## config.mk

```make
export PLATFORM = sky130hd
export DESIGN_NAME = sem_bank
export DESIGN_NICKNAME = d
export VERILOG_FILES = /design/src/rtl/sem_pkg.sv /design/src/rtl/sem_port_dec.sv /design/src/rtl/sem_flag_cell.sv /design/src/rtl/sem_bank.sv
export SDC_FILE = /design/constraint.sdc
export NUM_CORES = 1
export LEC_CHECK = 0
export BUFFER_PORTS_ARGS = -buffer_cell sky130_fd_sc_hd__buf_4
export CORE_ASPECT_RATIO = 1.1
export CORE_MARGIN = 2
export CORE_UTILIZATION = 64
export DETAILED_ROUTE_END_ITERATION = 7
export PLACE_DENSITY = 0.82
export REMOVE_ABC_BUFFERS = 1
export SYNTH_ARGS = -nofsm -noshare
export SYNTH_HDL_FRONTEND = slang
export SYNTH_SLANG_ARGS = --single-unit
```

## constraint.sdc

```tcl
create_clock -name clk -period 3.1 [get_ports clk]
set_input_delay 0.62 -clock clk [delete_from_list [all_inputs] [get_ports clk]]
set_output_delay 0.62 -clock clk [all_outputs]
set_load 0.1 [all_outputs]
```

## src/rtl/sem_pkg.sv

```systemverilog
package sem_pkg;
    typedef struct packed {
        logic own_l;
        logic own_r;
        logic pend;   // queued claim of the side that does not own
    } flag_st_t;
endpackage

```

## src/rtl/sem_port_dec.sv

```systemverilog
module sem_port_dec #(
    parameter int NUM_FLAGS = 8,
    parameter int IDX_W     = $clog2(NUM_FLAGS)
) (
    input  logic                 sel,
    input  logic [IDX_W-1:0]     idx,
    input  logic                 wr,
    input  logic                 wdata,
    output logic [NUM_FLAGS-1:0] req,
    output logic [NUM_FLAGS-1:0] rel
);
    for (genvar g = 0; g < NUM_FLAGS; g++) begin : g_dec
        logic hit;
        assign hit    = sel && wr && (idx == IDX_W'(g));
        assign req[g] = hit && !wdata;
        assign rel[g] = hit &&  wdata;
    end
endmodule

```

## src/rtl/sem_flag_cell.sv

```systemverilog
module sem_flag_cell
    import sem_pkg::*;
(
    input  logic clk,
    input  logic rst,
    input  logic req_l,
    input  logic rel_l,
    input  logic req_r,
    input  logic rel_r,
    output logic own_l,
    output logic own_r,
    output logic pend
);
    flag_st_t st_d, st_q;

    always_comb begin
        st_d = st_q;
        // releases first, left then right
        if (rel_l) begin
            if (st_d.own_l) begin
                st_d.own_l = 1'b0;
                st_d.own_r = st_d.pend;
                st_d.pend  = 1'b0;
            end else if (st_d.own_r && st_d.pend) begin
                st_d.pend  = 1'b0;
            end
        end
        if (rel_r) begin
            if (st_d.own_r) begin
                st_d.own_r = 1'b0;
                st_d.own_l = st_d.pend;
                st_d.pend  = 1'b0;
            end else if (st_d.own_l && st_d.pend) begin
                st_d.pend  = 1'b0;
            end
        end
        // claims next, left first so a tie goes left
        if (req_l && !st_d.own_l) begin
            if (st_d.own_r) st_d.pend  = 1'b1;
            else            st_d.own_l = 1'b1;
        end
        if (req_r && !st_d.own_r) begin
            if (st_d.own_l) st_d.pend  = 1'b1;
            else            st_d.own_r = 1'b1;
        end
    end

    always_ff @(posedge clk) begin
        if (rst) st_q <= '0;
        else     st_q <= st_d;
    end

    assign own_l = st_q.own_l;
    assign own_r = st_q.own_r;
    assign pend  = st_q.pend;
endmodule

```

## src/rtl/sem_bank.sv

```systemverilog
module sem_bank #(
    parameter int NUM_FLAGS = 8,
    parameter int IDX_W     = $clog2(NUM_FLAGS)
) (
    input  logic             clk,
    input  logic             rst,
    input  logic             sel_l,
    input  logic [IDX_W-1:0] idx_l,
    input  logic             wr_l,
    input  logic             wdata_l,
    output logic             rdata_l,
    input  logic             sel_r,
    input  logic [IDX_W-1:0] idx_r,
    input  logic             wr_r,
    input  logic             wdata_r,
    output logic             rdata_r
);
    logic [NUM_FLAGS-1:0] req_l_v, rel_l_v, req_r_v, rel_r_v;
    logic [NUM_FLAGS-1:0] own_l_vec, own_r_vec, pend_vec;

    sem_port_dec #(.NUM_FLAGS(NUM_FLAGS), .IDX_W(IDX_W)) u_dec_l (
        .sel(sel_l), .idx(idx_l), .wr(wr_l), .wdata(wdata_l),
        .req(req_l_v), .rel(rel_l_v)
    );

    sem_port_dec #(.NUM_FLAGS(NUM_FLAGS), .IDX_W(IDX_W)) u_dec_r (
        .sel(sel_r), .idx(idx_r), .wr(wr_r), .wdata(wdata_r),
        .req(req_r_v), .rel(rel_r_v)
    );

    for (genvar g = 0; g < NUM_FLAGS; g++) begin : g_flag
        sem_flag_cell u_cell (
            .clk   (clk),
            .rst   (rst),
            .req_l (req_l_v[g]),
            .rel_l (rel_l_v[g]),
            .req_r (req_r_v[g]),
            .rel_r (rel_r_v[g]),
            .own_l (own_l_vec[g]),
            .own_r (own_r_vec[g]),
            .pend  (pend_vec[g])
        );
    end

    always_comb begin
        rdata_l = !(sel_l && own_l_vec[idx_l]);
        rdata_r = !(sel_r && own_r_vec[idx_r]);
    end
endmodule

```

Word level (Yosys, flattened, before mapping)
Index checks and enable logic that the tools add are counted.
W data, S select, Z words.
{"block": "word_totals", "inputBits": 14, "wordCells": 270, "ram_bits": 0, "latch_bits": 0, "output_inout_bits": 2, "romBits": 0, "reg_bits": 24, "n_memories": 0}
{"block": "classes", "eq_ne": 14, "div": 0, "n_shift": 0, "mux": 124, "reduce_logical": 106, "n_lt_le_gt_ge": 2, "add_sub_neg": 0, "bitwise": 0, "n_mul": 0}
{"operator": "$mux W1", "count": 90}
{"operator": "$logic_and A1 B1 Y1", "count": 84}
{"operator": "$mux W3", "count": 16}
{"operator": "$mux W2", "count": 16}
{"operator": "$eq A3 B3 Y1 const B", "count": 8}
{"operator": "$logic_not A1 Y1", "count": 20}
{"operator": "$eq A3 B2 Y1 const B", "count": 4}
{"operator": "$lt A3 B4 Y1 const B", "count": 2}
{"operator": "$bmux W1 S3", "count": 2}
{"operator": "$eq A3 B1 Y1 const B", "count": 2}
{"operator": "$logic_not A3 Y1", "count": 2}

Depth between registers and ports, before layout
Gate-level depths: netlist of the first run.
{"block": "logic_depth", "word_depth": 13, "ltp_mapped": 7, "ltp_nobuf": 5}

Modules after synthesis
Synthesis of the first run repeated with hierarchy kept, for this count alone.
{"block": "unflattened", "hier_cells": 244, "area_unflattened_um2": 1909.3}
{"module": "sem_flag_cell", "n_inst": 8, "area_each_um2": 191.4, "seq_area_each_um2": 60.1, "cells_per_inst": 23}
{"module": "sem_port_dec", "n_inst": 2, "area_each_um2": 116.4, "seq_area_each_um2": 0.0, "cells_per_inst": 23}
{"module": "sem_bank", "n_inst": 1, "area_each_um2": 145.1, "seq_area_each_um2": 0.0, "cells_per_inst": 14}

Least setup slack after synthesis of the first run
No wires, ideal clock.
{"block": "synth_timing", "path_kind": "in2out", "start": "input idx_r[0]", "end": "output rdata_r", "path_buffers": 1, "required_ns": 2.480, "t_arrival_ns": 2.118, "cell_stages": 4, "setup_slack_ns": 0.362, "path_cell_list": "buf_6 mux4_2 mux2_2 nand2_1"}
{"block": "synth_between", "elab_chain_cells": 4}
{"item": "from (decl)", "line": "sem_bank.sv:13", "rtl": "input logic [IDX_W-1:0] idx_r,"}
{"item": "$bmux W1 S3", "line": "sem_bank.sv:47", "rtl": "rdata_r = !(sel_r && own_r_vec[idx_r]);"}
{"item": "$mux W1 (implied by the code)", "line": "sem_bank.sv:47"}
{"item": "$logic_and A1 B1 Y1", "line": "sem_bank.sv:47"}
{"item": "$logic_not A1 Y1", "line": "sem_bank.sv:47"}
{"item": "to (decl)", "line": "sem_bank.sv:16", "rtl": "output logic rdata_r"}
Every way passes these cells. The select of a mux whose other input is x is not followed.

Worst setup path after layout of the first run
Ends and elaborated chain as after synthesis.

==> metrics.csv, run 1 <==
stage;metric;value;unit
critical_path;crit_family;multiplexers;
floorplanning;ioPinCount;16;
yosys;synth_compound_area_frac;0.192;
place;dp_hpwl;3.47;mm
yosys;avgSynthCellArea;8.18;µm²
sta;timing.final.max_slew_violations;0;
sta;clock-skew-final;0.000622;ns
yosys;yosysSeqAreaShare;0.265;
route;drc;0;
sta;fin_hold_ws;0.548;ns
clock_tree;cts_sinks;24;
floorplanning;die_h;59.9;µm
critical_path;cp_max_fo;11;
floorplanning;core-area;2730;µm²
clock_tree;cts_tree;built;
global_route;grt_overflow;0;
sta;finalCritPeriodShare;0.813;
min_path;hold_path_depth;2;
critical_path;cpMostUsedCell;buf_4;
layout;area_growth;5.72;%
place;routabilityCongestion;0.912;
critical_path;r2r_slack;1.70;ns
critical_path;crit_chain;buf_4 > mux4_2 > mux2_2 > nand2_1 > buf_4;
global_route;grt_pass1_vias;1611;
clock_tree;clock_latency;0.32;ns
route;final_antenna_net_count;0;
sta;rsz0062_at_grt;no;
place;place_inst;259;
layout;layout_commonest_cell;nor2_1;
yosys;synth_area_leader_cell;dfxtp_1;
yosys;synthAdderAreaFrac;0;
critical_path;critPathArrivalTime;1.90;ns
yosys;yosysWarnings;0;
critical_path;crit_type;in2out;
layout;fill_cells;231;
critical_path;crit_path_start_kind;input port;
route;vias_per_cell;6.99;
power;intPower;424;µW
clock_tree;cts.clk_slew.worst_paths;0.13;ns
critical_path;crit_buf_inv;2;
yosys;synth_cell_types;52;
yosys;async_reset_ff_frac;0;
yosys;syn_inst;222;
clock_tree;post_cts_buffers;0;
route;drt_iter0_markers;108;
sta;slew_headroom;0.404;
layout;layout.cells.non_filler;262;
yosys;synth_flop_cell;dfxtp_1;
sta;finalHoldViolCount;0;
yosys;yosys.area_share.xor_xnor;0;
yosys;syn-cell-area;1820;µm²
power;combinationalPowerShare;0.208;
route;wl_per_cell;17.7;µm
yosys;synth_area_leaders;dfxtp_1 26%, nand3_1 6.3%, nor2_1 6.0%;
sta;fmax;397;MHz
critical_path;max_stage_delay;0.50;ns
min_path;min_path_type;reg2reg;
power;clock_power_share;0.233;
power;leakage;0.000764;µW
clock_tree;ctsHoldBuffers;0;
min_path;min_to;g_flag[3].u_cell.pend;
floorplanning;initial_core_util;0.666;
global_route;grtUsageTotal;0.307;
sta;min_period;2.52;ns
floorplanning;die_w;54.8;µm
critical_path;end_kind;output pin;
layout;finalNetCount;245;
power;seqPwrFrac;0.559;
critical_path;cp.required;2.48;ns
power;power_density;317;nW/µm²
global_route;grt_antenna_before_repair;0;
global_route;grt_pass1_wl;7.23;mm
power;switching_power;184;µW
power;ir_worst_vdd;255;µV
route;drtPass1Iterations;4;
layout;layout.cells.most_common_list;29 x nor2_1, 24 x dfxtp_1, 23 x nand3_1;
yosys;synth_top_family_by_area;simple AND/OR/NAND/NOR gates;
place;io_buffers;15;
clock_tree;cts_resized;0;
clock_tree;clockBufferDepth;2;
critical_path;r2r_end;g_flag[6].u_cell.pend;
layout;layout-drive-gt1-share;0.148;
yosys;synthSimpleGateAreaFrac;0.369;
power;finalPower;609;µW
yosys;synth_top_area_share;0.265;
yosys;synthMuxAreaShare;0.112;
sta;tightest_slew;0.891;ns
critical_path;rr_worst_depth;4;
clock_tree;clockRootBuffer;clkbuf_4;
yosys;ys_seq_elements;24;
route;wl;4.63;mm
clock_tree;htreeDepth;1;
floorplanning;row_count;20;
floorplanning;fp.dieArea;3280;µm²
job;max_cap_viol_count;0;
route;routed-via-count;1832;
min_path;hold_start;g_flag[3].u_cell.pend;
layout;antenna_cells;0;
yosys;synth_edf_count;0;
sta;fin_tns_setup;0;ns
critical_path;cpMaxStageDelayCell;mux4_2;
clock_tree;cts-buffers-inserted;3;
power;swShare;0.303;
sta;setup_viol;0;
outcome;status;finished clean;
critical_path;timing.rr.start;g_flag[6].u_cell.own_r;
global_route;grt_start_max_net_pins;35;
## state kept, by name, summed over array words and instances, names as in the netlist
register             cells
g_flag.u_cell.pend       8
g_flag.u_cell.own_r      8
g_flag.u_cell.own_l      8
## final cells by class
class                   count  area, µm²  share of cell area
clock buffers               3       22.5              0.0117
inverters                   7       26.3              0.0137
multi-input cells         178       1220               0.636
flip-flops and latches     24        480               0.250
well taps                  33       41.3              0.0215
repair buffers             17        128              0.0665
## routing by layer
| metal | global-route usage | vias to the layer above | wire length (µm) |
|---|---|---|---|
| met5 | 0 | - | 0 |
| met4 | 0.146 | 0 | 138 |
| met3 | 0.0375 | 20 | 310 |
| met2 | 0.507 | 83 | 2290 |
| met1 | 0.386 | 861 | 1890 |
| li1 | - | 868 | - |
## power by group through the flow
| stage | clock (µW) | combinational (µW) | sequential (µW) |
|---|---|---|---|
| finish | 142 | 126 | 340 |
| global route | 151 | 137 | 341 |
| CTS | 142 | 124 | 339 |
| detailed placement | 0 | 123 | 346 |
| global placement | 0 | 117 | 345 |
| floorplan | 0 | 74.8 | 342 |
## synthesized netlist by cell type, types with 3 or more instances
cell,n
o22ai_1,7
buf_2,4
nand4_1,5
mux2i_1,8
mux4_2,4
clkbuf_1,3
nor2_1,29
nand3_1,23
a211oi_1,3
o21ai_0,5
dfxtp_1,24
inv_1,7
buf_6,3
nand2_1,15
mux2_2,3
a32oi_1,3
o32ai_1,3
nor3_1,12
buf_4,3
nor2b_1,6
a41o_1,7
and2_1,6
## tightest hold or removal path, cell delays in order, from the launching register on
cell      delay [ns]
dfxtp_1         0.34
nand3b_1        0.08
o211ai_1        0.09
## cell families after synthesis
family                 after synthesis
buffers and inverters               20
and+or+nand+nor                    119
muxes                               15
DFF                                 24
AOI/OAI and AO/OA                   44
## metrics by stage
step | area (µm²) | worst slack, ns | utilization
floorplan | 1730 | 0.487 | -
global placement | 1900 | 0.600 | 0.695
detailed placement | 1900 | 0.585 | 0.695
CTS | 1920 | 0.584 | 0.704
global route | 1920 | 0.527 | 0.704
finish | 1920 | 0.580 | 0.704
## how the worst max path moves through the flow
stage | start | endpoint | depth (start not counted)
floorplan | idx_r[0] | rdata_r | 3
CTS | idx_r[0] | rdata_r | 5
detailed placement | idx_r[0] | rdata_r | 5
global route | idx_r[0] | rdata_r | 5
finish | idx_r[0] | rdata_r | 5
global placement | idx_r[0] | rdata_r | 5
Note: power is estimated with default switching activity, not from simulation.
==> run 2, diff against run 1 <==
CORE_UTILIZATION = 53   (was 64)
PLACE_DENSITY = 0.72   (was 0.82)
clock period = 2.3 ns   (was 3.1 ns; I/O delays follow)
==> metrics.csv, run 2 (synthesis results as in run 1) <==
stage;metric;value;unit;change
outcome;status;finished clean;;
route;routed-via-count;1747;;-4.6%
sta;fin_tns_setup;0;ns;unchanged
clock_tree;clock_latency;0.31;ns;about the same
floorplanning;ioPinCount;16;;unchanged
sta;timing.final.max_slew_violations;0;;unchanged
critical_path;r2r_slack;0.95;ns;-0.75 ns
clock_tree;cts_sinks;24;;unchanged
sta;clock-skew-final;0.000555;ns;-0.0000671 ns
global_route;grtUsageTotal;0.232;;-0.0742
critical_path;crit_path_start_kind;register;;
critical_path;crit_type;reg2out;;
route;wl_per_cell;15.8;µm;-10%
critical_path;rr_worst_depth;4;;unchanged
power;combinationalPowerShare;0.182;;-0.026
layout;antenna_cells;0;;unchanged
global_route;grt_pass1_vias;1508;;-6.4%
power;seqPwrFrac;0.489;;-0.070
power;switching_power;244;µW;+32%
critical_path;end_kind;output pin;;
floorplanning;core-area;3300;µm²;+21%
place;routabilityCongestion;0.833;;-8.7%
min_path;min_to;g_flag[7].u_cell.own_l;;
layout;layout-drive-gt1-share;0.175;;+0.0267
sta;min_period;2.21;ns;
route;wl;4.28;mm;-7.5%
clock_tree;cts_tree;built;;
layout;area_growth;9.79;%;
power;power_density;469;nW/µm²;+48%
layout;layout_commonest_cell;nor2_1;;
layout;fill_cells;303;;+31%
sta;finalHoldViolCount;0;;unchanged
floorplanning;die_h;65.4;µm;+9.2%
global_route;grt_pass1_wl;6.90;mm;-4.6%
global_route;grt_antenna_before_repair;0;;unchanged
min_path;min_path_type;in2reg;;
clock_tree;clockRootBuffer;clkbuf_4;;
critical_path;cp_max_fo;6;;-5
sta;fmax;452;MHz;
sta;tightest_slew;0.510;ns;-0.381 ns
route;drc;0;;unchanged
floorplanning;row_count;22;;+10%
min_path;hold_path_depth;2;;unchanged
clock_tree;cts.clk_slew.worst_paths;0.14;ns;about the same
power;swShare;0.261;;-0.0418
critical_path;crit_chain;mux4_2 > mux2_2 > nand2_1 > buf_6;;
sta;rsz0062_at_grt;no;;
critical_path;critPathArrivalTime;1.75;ns;-0.15 ns
sta;timing.final.ws_setup;0.0871;ns;-0.493 ns
critical_path;cpMaxStageDelayCell;mux4_2;;
critical_path;cp.required;1.84;ns;-0.64 ns
floorplanning;die_w;59.8;µm;+9.2%
place;dp_hpwl;3.26;mm;-6.0%
power;intPower;690;µW;+63%
critical_path;max_stage_delay;0.47;ns;-0.03 ns
global_route;grt_overflow;0;;unchanged
layout;finalNetCount;249;;+1.6%
floorplanning;fp.dieArea;3910;µm²;+19%
place;io_buffers;15;;unchanged
layout;layout.cells.most_common_list;29 x nor2_1, 23 x nand3_1, 22 x dfxtp_1;;
power;leakage;0.000803;µW;+5.2%
clock_tree;cts-buffers-inserted;3;;unchanged
route;final_antenna_net_count;0;;unchanged
place;post-place-ws;0.122;ns;-0.463 ns
min_path;hold_start;rst;;
job;max_cap_viol_count;0;;unchanged
route;drtPass1Iterations;4;;unchanged
sta;setup_viol;0;;unchanged
power;clock_power_share;0.329;;+0.096
clock_tree;htreeDepth;1;;unchanged
global_route;grt_start_max_net_pins;35;;unchanged
floorplanning;initial_core_util;0.550;;-0.116
clock_tree;clockBufferDepth;2;;unchanged
clock_tree;cts_resized;0;;unchanged
route;vias_per_cell;6.47;;-7.5%
clock_tree;ctsHoldBuffers;0;;unchanged
sta;slew_headroom;0.658;;+0.253
critical_path;r2r_end;g_flag[6].u_cell.pend;;
critical_path;timing.rr.start;g_flag[6].u_cell.own_r;;
route;drt_iter0_markers;80;;-26%
power;ir_worst_vdd;262;µV;+2.6%
clock_tree;post_cts_buffers;0;;unchanged
sta;finalCritPeriodShare;0.962;;
layout;final_core_util;0.603;;-0.100
## run 2: power groups by stage
stage / combinational [µW] / sequential (µW) / clock (µW)
2_1_floorplan: 101 / 461 / 0
6_report: 170 / 457 / 307
5_1_grt: 188 / 461 / 333
3_3_place_gp: 168 / 466 / 0
4_1_cts: 169 / 457 / 315
3_5_place_dp: 168 / 466 / 0
## run 2: routing by layer
| layer | wire, µm | up-vias | track usage | share of wire |
|---|---|---|---|---|
| li1 | - | 878 | - | - |
| met1 | 2000 | 801 | 0.326 | 0.47 |
| met2 | 2000 | 64 | 0.379 | 0.47 |
| met3 | 237 | 4 | 0.0236 | 0.055 |
| met4 | 39 | 0 | 0.0556 | 0.0091 |
| met5 | 0 | - | 0 | 0 |
## run 2: stage by stage
step	area, µm²	total power [µW]	cells	hold WS, ns
floorplan	1730	561	209	0.484
global placement	1930	634	266	0.521
detailed placement	1930	634	266	0.522
CTS	1980	940	270	0.522
global route	1990	982	270	0.536
finish	1990	934	270	0.528
## run 2: layout make-up
cell class	instances	area, µm²	share of cell area
Inverter	7	26.3	0.0132
Multi-Input combinational cell	178	1220	0.613
Clock inverter	1	30.0	0.0151
Tap cell	36	45.0	0.0226
Clock buffer	3	22.5	0.0113
Sequential cell	24	483	0.242
Timing Repair Buffer	21	165	0.0829
## run 2: critical path, delay by kind of cell, from the launching register on
kind,cells,cell delay (ns)
buffers and inverters,1,0.22
DFF,1,0.40
and+or+nand+nor,1,0.08
muxes,2,0.74
## run 2: how the worst max path moves through the flow
| stage | startpoint | endpoint | depth (start not counted) |
|---|---|---|---|
| global route | g_flag[2].u_cell.own_r | rdata_r | 4 |
| floorplan | idx_r[0] | rdata_r | 3 |
| detailed placement | idx_l[0] | rdata_l | 5 |
| CTS | g_flag[7].u_cell.own_r | rdata_r | 4 |
| finish | g_flag[2].u_cell.own_r | rdata_r | 4 |
| global placement | idx_l[0] | rdata_l | 5 |
